[config.mk]
export PLATFORM = sky130hd
export DESIGN_NAME = sync_slave_tx
export DESIGN_NICKNAME = d
export VERILOG_FILES = /design/src/rtl/sync_tx_pkg.sv /design/src/rtl/sync_tx_edge.sv /design/src/rtl/sync_tx_hold.sv /design/src/rtl/sync_tx_shift.sv /design/src/rtl/sync_slave_tx.sv
export SDC_FILE = /design/constraint.sdc
export NUM_CORES = 1
export LEC_CHECK = 0
export BUFFER_PORTS_ARGS = -buffer_cell sky130_fd_sc_hd__buf_2
export CORE_MARGIN = 10
export CORE_UTILIZATION = 52
export CTS_CLUSTER_DIAMETER = 120
export DETAILED_ROUTE_END_ITERATION = 16
export GPL_ROUTABILITY_DRIVEN = 1
export PLACE_DENSITY = 0.77
export SLEW_MARGIN = 20
export SYNTH_ARGS = -nofsm -noshare
export SYNTH_HDL_FRONTEND = slang
export SYNTH_SLANG_ARGS = --single-unit
[constraint.sdc]
create_clock -name clk -period 2.2 [get_ports clk]
set_input_delay 0.44 -clock clk [delete_from_list [all_inputs] [get_ports clk]]
set_output_delay 0.44 -clock clk [all_outputs]
set_load 0.01 [all_outputs]
[src/rtl/sync_tx_pkg.sv]
package sync_tx_pkg;

    localparam int DATA_W  = 8;
    localparam int FRAME_W = DATA_W + 1;
    localparam int CNT_W   = $clog2(FRAME_W + 1);

    typedef struct packed {
        logic              ninth;
        logic [DATA_W-1:0] data;
    } tx_word_t;

    typedef struct packed {
        logic port_on;
        logic sync_sel;
        logic clk_src_int;
        logic tx_on;
        logic rx_single;
        logic rx_cont;
    } tx_ctrl_t;

    function automatic logic slave_tx_allowed(tx_ctrl_t c);
        return c.port_on & c.sync_sel & ~c.clk_src_int & c.tx_on
               & ~c.rx_single & ~c.rx_cont;
    endfunction

    function automatic logic [CNT_W-1:0] frame_len(logic nine);
        return nine ? CNT_W'(FRAME_W) : CNT_W'(DATA_W);
    endfunction

endpackage

[src/rtl/sync_tx_edge.sv]
module sync_tx_edge #(
    parameter int SYNC_STAGES = 2
) (
    input  logic clk,
    input  logic rst,
    input  logic pin,
    input  logic use_fall,
    output logic step
);
    logic [SYNC_STAGES-1:0] chain;
    logic                   prev;
    logic                   now_lvl;

    assign now_lvl = chain[SYNC_STAGES-1];

    always_ff @(posedge clk) begin
        if (rst) begin
            chain <= '0;
            prev  <= 1'b0;
        end else begin
            chain <= {chain[SYNC_STAGES-2:0], pin};
            prev  <= now_lvl;
        end
    end

    always_comb begin
        if (use_fall) step = prev & ~now_lvl;
        else          step = now_lvl & ~prev;
    end
endmodule

[src/rtl/sync_tx_hold.sv]
module sync_tx_hold
    import sync_tx_pkg::*;
(
    input  logic     clk,
    input  logic     rst,
    input  logic     clr,
    input  logic     wr,
    input  tx_word_t wr_word,
    input  logic     take,
    output logic     valid,
    output tx_word_t word
);
    always_ff @(posedge clk) begin
        if (rst || clr) begin
            valid <= 1'b0;
            word  <= '0;
        end else if (take) begin
            valid <= 1'b0;
        end else if (wr && !valid) begin
            valid <= 1'b1;
            word  <= wr_word;
        end
    end

    // a write into a full holding stage changes nothing
    a_r4_full_write_ignored: assert property (@(posedge clk) disable iff (rst)
        (valid && wr && !take && !clr) |=> (valid && $stable(word)));
endmodule

[src/rtl/sync_tx_shift.sv]
module sync_tx_shift
    import sync_tx_pkg::*;
(
    input  logic     clk,
    input  logic     rst,
    input  logic     clr,
    input  logic     load,
    input  tx_word_t word,
    input  logic     nine,
    input  logic     adv,
    output logic     dout,
    output logic     empty
);
    logic [FRAME_W-1:0] sr;
    logic [CNT_W-1:0]   left;

    always_ff @(posedge clk) begin
        if (rst || clr) begin
            sr   <= '1;
            left <= '0;
        end else if (load) begin
            sr   <= {word.ninth, word.data};
            left <= frame_len(nine);
        end else if (adv && left != '0) begin
            left <= left - 1'b1;
            if (left != CNT_W'(1)) sr <= {1'b1, sr[FRAME_W-1:1]};
        end
    end

    assign dout  = sr[0];
    assign empty = (left == '0);

    // without a clock edge or a load the line and the count hold
    a_r3_hold_without_edge: assert property (@(posedge clk) disable iff (rst)
        (!adv && !load && !clr) |=> ($stable(sr) && $stable(left)));
endmodule

[src/rtl/sync_slave_tx.sv]
module sync_slave_tx
    import sync_tx_pkg::*;
#(
    parameter int SYNC_STAGES = 2
) (
    input  logic              clk,
    input  logic              rst,
    input  logic              port_en,
    input  logic              sync_mode,
    input  logic              clk_is_master,
    input  logic              tx_en,
    input  logic              rx_one_en,
    input  logic              rx_cont_en,
    input  logic              nine_bit_en,
    input  logic              ext_clk_fall,
    input  logic              ready_int_en,
    input  logic              wr_valid,
    input  logic [DATA_W-1:0] wr_data,
    input  logic              wr_bit9,
    input  logic              ext_sclk,
    output logic              ser_dout,
    output logic              shreg_empty,
    output logic              ready_flag,
    output logic              irq_wake
);
    tx_ctrl_t ctrl;
    tx_word_t in_word;
    tx_word_t held;
    logic     active;
    logic     hold_valid;
    logic     edge_seen;
    logic     move;

    assign ctrl    = '{port_on: port_en, sync_sel: sync_mode,
                       clk_src_int: clk_is_master, tx_on: tx_en,
                       rx_single: rx_one_en, rx_cont: rx_cont_en};
    assign active  = slave_tx_allowed(ctrl);
    assign in_word = '{ninth: wr_bit9, data: wr_data};
    assign move    = active & hold_valid & shreg_empty;

    sync_tx_edge #(.SYNC_STAGES(SYNC_STAGES)) u_edge (
        .clk      (clk),
        .rst      (rst),
        .pin      (ext_sclk),
        .use_fall (ext_clk_fall),
        .step     (edge_seen)
    );

    sync_tx_hold u_hold (
        .clk     (clk),
        .rst     (rst),
        .clr     (~port_en),
        .wr      (wr_valid & active),
        .wr_word (in_word),
        .take    (move),
        .valid   (hold_valid),
        .word    (held)
    );

    sync_tx_shift u_shift (
        .clk   (clk),
        .rst   (rst),
        .clr   (~port_en),
        .load  (move),
        .word  (held),
        .nine  (nine_bit_en),
        .adv   (edge_seen & active),
        .dout  (ser_dout),
        .empty (shreg_empty)
    );

    assign ready_flag = active & ~hold_valid;
    assign irq_wake   = ready_flag & ready_int_en;

    // a pending word enters an idle shifter on the next edge
    a_r2_idle_load: assert property (@(posedge clk) disable iff (rst)
        (active && shreg_empty && hold_valid) |=> (!shreg_empty && !hold_valid));

    // port disable empties both stages and idles the line high
    a_r9_port_clear: assert property (@(posedge clk) disable iff (rst)
        !port_en |=> (shreg_empty && !hold_valid && ser_dout));

    // the wake line needs its enable and free space
    a_r7_wake_gate: assert property (@(posedge clk) disable iff (rst)
        irq_wake |-> (ready_int_en && !hold_valid));

    // while a word waits behind a busy shifter, the flag stays low
    a_r5_flag_low_queued: assert property (@(posedge clk) disable iff (rst)
        (hold_valid && !shreg_empty && !edge_seen) |=> !ready_flag);
endmodule

; After elaboration in Yosys (flattened, before gate mapping)
; Cells that the tools add are included.
[totals]
output_inout_bits = 4
regBits = 26
word_cells = 48
[classes]
n_eq_ne = 1
addsub = 1
bitwise_logic = 21
n_mux = 7
reduce_logical = 11
[ops]
columns = op, n
row1 = 2-to-1 mux 9 bit, 3
row2 = bitwise AND 1 bit, 13
row3 = 2-to-1 mux 4 bit, 2
row4 = NOT 1 bit, 8
row5 = logical NOT 4 bit, 1
row6 = != test 4 x 1 -> 1 bit (second input constant), 1
row7 = AND reduction 2 bit, 2
row8 = nonzero test 2 bit, 2
row9 = nonzero test 4 bit, 1
row10 = subtractor 4 x 1 -> 4 bit (second input constant), 1
row11 = logical AND 1 bit, 2
row12 = 2-to-1 mux 1 bit, 2
row13 = OR reduction 2 bit, 1
row14 = logical NOT 1 bit, 1
row15 = logical OR 1 bit, 1

; Logic depth before layout (Yosys ltp)
[depth]
depth_word = 9
mapped_depth = 8
depth_no_buf = 7

; Hierarchy
; A second synthesis with hierarchy kept.
[unflattened]
hier_cells = 142
area_unflattened_um2 = 1362.6
[modules_own_cells]
columns = mod, cells_each, n_inst, area_each_um2
row1 = sync_tx_shift, 76, 1, 658.1
row2 = sync_tx_hold, 45, 1, 520.5
row3 = sync_tx_edge, 9, 1, 101.3
row4 = sync_slave_tx, 12, 1, 82.6

; Worst setup path after synthesis
; No wires, ideal clock.
[synth_path]
path_kind = input-to-output
start = in clk_is_master
end = out irq_wake
path_slack_ns = 0.412
n_path_buf = 0
cell_stages = 4
arrival_ns = 1.348
required_time_ns = 1.760
path_cell_list = and4b_1 > nand2_1 > nor2_1 > and2_1
[synth_between]
elab_chain_cells = 7
[synth_lines]
columns = element, line
row1 = start: declaration, sync_slave_tx.sv:10  ; input logic clk_is_master,
row2 = NOT 1 bit, sync_tx_pkg.sv:22  ; return c.port_on & c.sync_sel & ~c.clk_src_int & c.tx_on
row3 = bitwise AND 1 bit (2 in a row), sync_tx_pkg.sv:22
row4 = bitwise AND 1 bit (2 in a row), sync_tx_pkg.sv:23  ; & ~c.rx_single & ~c.rx_cont;
row5 = bitwise AND 1 bit, sync_slave_tx.sv:72  ; assign ready_flag = active & ~hold_valid;
row6 = via ready_flag, sync_slave_tx.sv:23  ; output logic ready_flag,
row7 = bitwise AND 1 bit, sync_slave_tx.sv:73  ; assign irq_wake = ready_flag & ready_int_en;
row8 = end: declaration, sync_slave_tx.sv:24  ; output logic irq_wake
; The timed path passes the listed nets, and every way through them passes these cells.

; Worst setup path in the final report
[layout_path]
start = reg u_shift.left[0]
end = out shreg_empty
[layout_between]
elab_chain_cells = 1
[layout_lines]
columns = element, line
row1 = start: declaration, sync_tx_shift.sv:15  ; logic [CNT_W-1:0] left;
row2 = start signal: assignment, sync_tx_shift.sv:23  ; left <= frame_len(nine);
row3 = start signal: assignment, sync_tx_shift.sv:25  ; left <= left - 1'b1;
row4 = logical NOT 4 bit, sync_tx_shift.sv:31  ; assign empty = (left == '0);
row5 = end: declaration, sync_slave_tx.sv:22  ; output logic shreg_empty,
; No other way between the ends.

==> results summary <==
The post-DP HPWL is 1.805 mm. Measured in cells, the most critical reg-to-reg path has a length of 7. The clock skew came out at 0.004766 ns.

The kind of critical path is register to output port. The first-pass GRT wire length is 4.036 mm. The final count of pins violating max slew is 0. In this run the most critical hold path is launched from rst. The max-cap check violation count came out at 0.

The slew at the pin with the worst max-slew slack is 0.5891 ns. The post-route worst hold slack came out at 0.3215 ns. The path type of the worst min-delay path is input port to register. The flow ran to the end, and the final reports show no timing, DRC or antenna violations. Setup repair after global routing left no endpoint under its margin. The area of the placeable core came out at 2170 um2. The count of nets after finishing came out at 170. The final period demand of the worst path is 2.000 ns.

The final number of hold-violating endpoints came out at 0. The worst flop-to-flop path startpoint is u_shift.left[0]. The number of setup buffers added after CTS is 0.

The placement row count is 17. The required time of the critical path came out at 1.76 ns. The distinct cell type count after synthesis came out at 33. The global placer's final weighted congestion came out at 0.7486.

The number of buffers created by CTS came out at 3. The fraction of registers with async set/reset is 0%. The worst register-to-register path ends at u_shift.sr[0]. The initial core utilization is 53.98%.

The total of buffers placed on input and output ports is 25. For the final routed database, the setup TNS stands at 0 ns. The cell family contributing the most delay on the critical path is simple AND/OR/NAND/NOR gates. The number of storage elements in the synthesis netlist came out at 26. The CTS tree is done.

The number of global-route vias before repair is 928. The signal on the critical path passes through inv_1 -> ha_1 -> or3b_4 -> clkinv_2 -> buf_2. The largest buffer count on any clock path is 2. By area the synthesized netlist is led by dfxtp_1 44%, mux2i_1 15%, nor2_1 7.4%. The full die area came out at 4550 um2. The quantity of hold-fixing buffers added after cts is 0. The maximum fanout encountered on the critical timing path is 5.

In this run the vertical extent of the chip is 67.46 um. The iteration count of the initial detailed-routing pass came out at 4. The netlist area before placement came out at 1171 um2. The clock reaches the later pin of the worst-skew pair after 0.32 ns.

The internal reg-to-reg setup slack came out at 0.33 ns. The proportion of layout cells with a drive suffix above 1 is 26.21%. For this block, the routed nets add up to 2.374 mm of wire. The count of flip-flops with a built-in enable after synthesis came out at 0. The tree is rooted in a clkbuf_4. The register area share after synthesis came out at 44.44%. The number of nets handed over by synthesis was 142. The per-instance average area after synthesis came out at 9.925 um2. After detailed routing, the average wire length per cell comes to 13.72 um.

The initial antenna violation count came out at 0. Clock-pin slew was measured on the worst setup and hold paths at 0.14 ns. The count of warnings emitted by yosys is 0. The delay of the slowest cell on the worst path came out at 0.39 ns. The leftover overflow at the end of global routing came out at 0.

The number of cells traversed by the worst hold path is 2. In the synthesized netlist the dominant register cell turns out to be dfxtp_1. The area added between synthesis and finish is 17.63%. The count of mapped cells out of synthesis came out at 118. The worst setup slack after layout came out at 0.2000 ns. The share of the synthesized area in the top cell type came out at 44.44%. For hold timing, the worst endpoint is u_edge.chain[1]. The die extent in x is 67.46 um.

The number of antenna diodes in the final layout is 0. Entering global routing, the biggest net connects 23 pins. The count of antenna-violating nets left after detailed routing came out at 0.

The count of clock tree sinks came out at 26. The master of the slowest instance on the critical path is or3b_4. For this design the ratio of total power to cell area is 612.4 nW/um2. Summed over all instances, the cell type with the most area after synthesis is dfxtp_1. The max-slew headroom at the worst pin is 60.61%. The final period utilization is 90.91%. The total global-route track usage is 11.15%.

The setup slack after placement came out at 0.3188 ns. The via total after detailed routing came out at 933. The count of H-tree levels built during CTS came out at 1. Timing would allow up to 0.5000 GHz. The kind of end point of the critical path is an output port. The maximum ir drop on the vdd rail is 0.0007097 V. The number of gates given a new drive strength after cts is 0. Setup violations remaining at the end of the flow were counted as 0. The top-level port count is 26. The worst endpoint data arrival time came out at 1.56 ns. The sum of buffers and inverters on the critical path is 3. STA classifies the critical path startpoint as a register. Counting the fill cells in the layout gives 200. In the routed design, unresolved DRC markers number 0. The leakage power figure came out at 0.0005935 uW. The via density per instance is 5.393. The first routing iteration left 48 violations.
layout make-up:
class | instances | area [um2] | area share [%]
Clock inverter | 1 | 30.03 | 2.180
Inverter | 5 | 20.02 | 1.453
Tap cell | 28 | 35.03 | 2.543
Multi-Input combinational cell | 82 | 601.8 | 43.69
Clock buffer | 3 | 22.52 | 1.635
Sequential cell | 26 | 520.5 | 37.78
Timing Repair Buffer | 28 | 147.6 | 10.72
cell usage in the layout (no fill, tap or decap), drive strengths merged, types with 2 or more instances in the layout:
master and n:
nand2 2, buf 28, ha 2, nand3 2
o2111ai 2, inv 4, mux2i 18, nor2 23
clkbuf 3, dfxtp 26, a22oi 8, a21oi 3
nor2b 4, and4b 2
synthesized netlist by cell type (2+ instances only):
cell	n
a21oi_1	2
a22oi_1	8
and4b_1	2
buf_2	2
clkbuf_1	2
dfxtp_1	26
ha_1	2
inv_1	4
mux2i_1	18
nand2_1	2
nand3_1	2
nor2_1	23
nor2b_1	4
o2111ai_1	2
flip-flops by register name, indices dropped and copies added, names as in the netlist:
register      cells
u_shift.sr        9
u_shift.left      4
u_hold.valid      1
u_edge.prev       1
u_edge.chain      2
u_hold.word       9
through the flow:
stage,instance area (um2),total power [uW],std cells,util [%]
finish,1378,843.6,173,63.49
global route,1378,870.4,173,63.49
CTS,1378,848.3,173,63.49
detailed placement,1325,525.5,169,61.07
global placement,1325,523.9,169,61.07
floorplan,1171,500.0,118,-
logic make-up after synthesis:
family / after synthesis / share of synthesized area, %
buffers and inverters: 10 / 4.166
multiplexers: 18 / 15.38
flip-flops: 26 / 44.44
AO/OA/AOI/OAI: 20 / 14.42
AND/OR/NAND/NOR: 42 / 19.45
adder cells (fa/ha/maj): 2 / 2.136
power breakdown:
group	total [uW]	switching (uW)	internal (uW)	leakage, uW
clock	329	144	184	0.0000279
sequential	475	1.18	473	0.000210
combinational	40.2	19.5	20.7	0.000355
routing by layer:
| metal | share of wire (%) | global-route usage [%] |
|---|---|---|
| met1 | 42 | 12.86 |
| met2 | 52 | 19.43 |
| met3 | 4.4 | 3.471 |
| met4 | 1.1 | 3.077 |
| met5 | 0 | 0 |
how the worst max path moves through the flow:
stage	from	end	slack, ns	depth (start not counted)
final	u_shift.left[0]	shreg_empty	0.20	5
after global routing	u_shift.left[0]	shreg_empty	0.13	5
after global placement	clk_is_master	irq_wake	0.34	6
after detailed placement	clk_is_master	irq_wake	0.32	6
after CTS	u_shift.left[0]	shreg_empty	0.19	5
after floorplan	clk_is_master	irq_wake	0.41	4
Note: power is estimated with default switching activity, not from simulation.
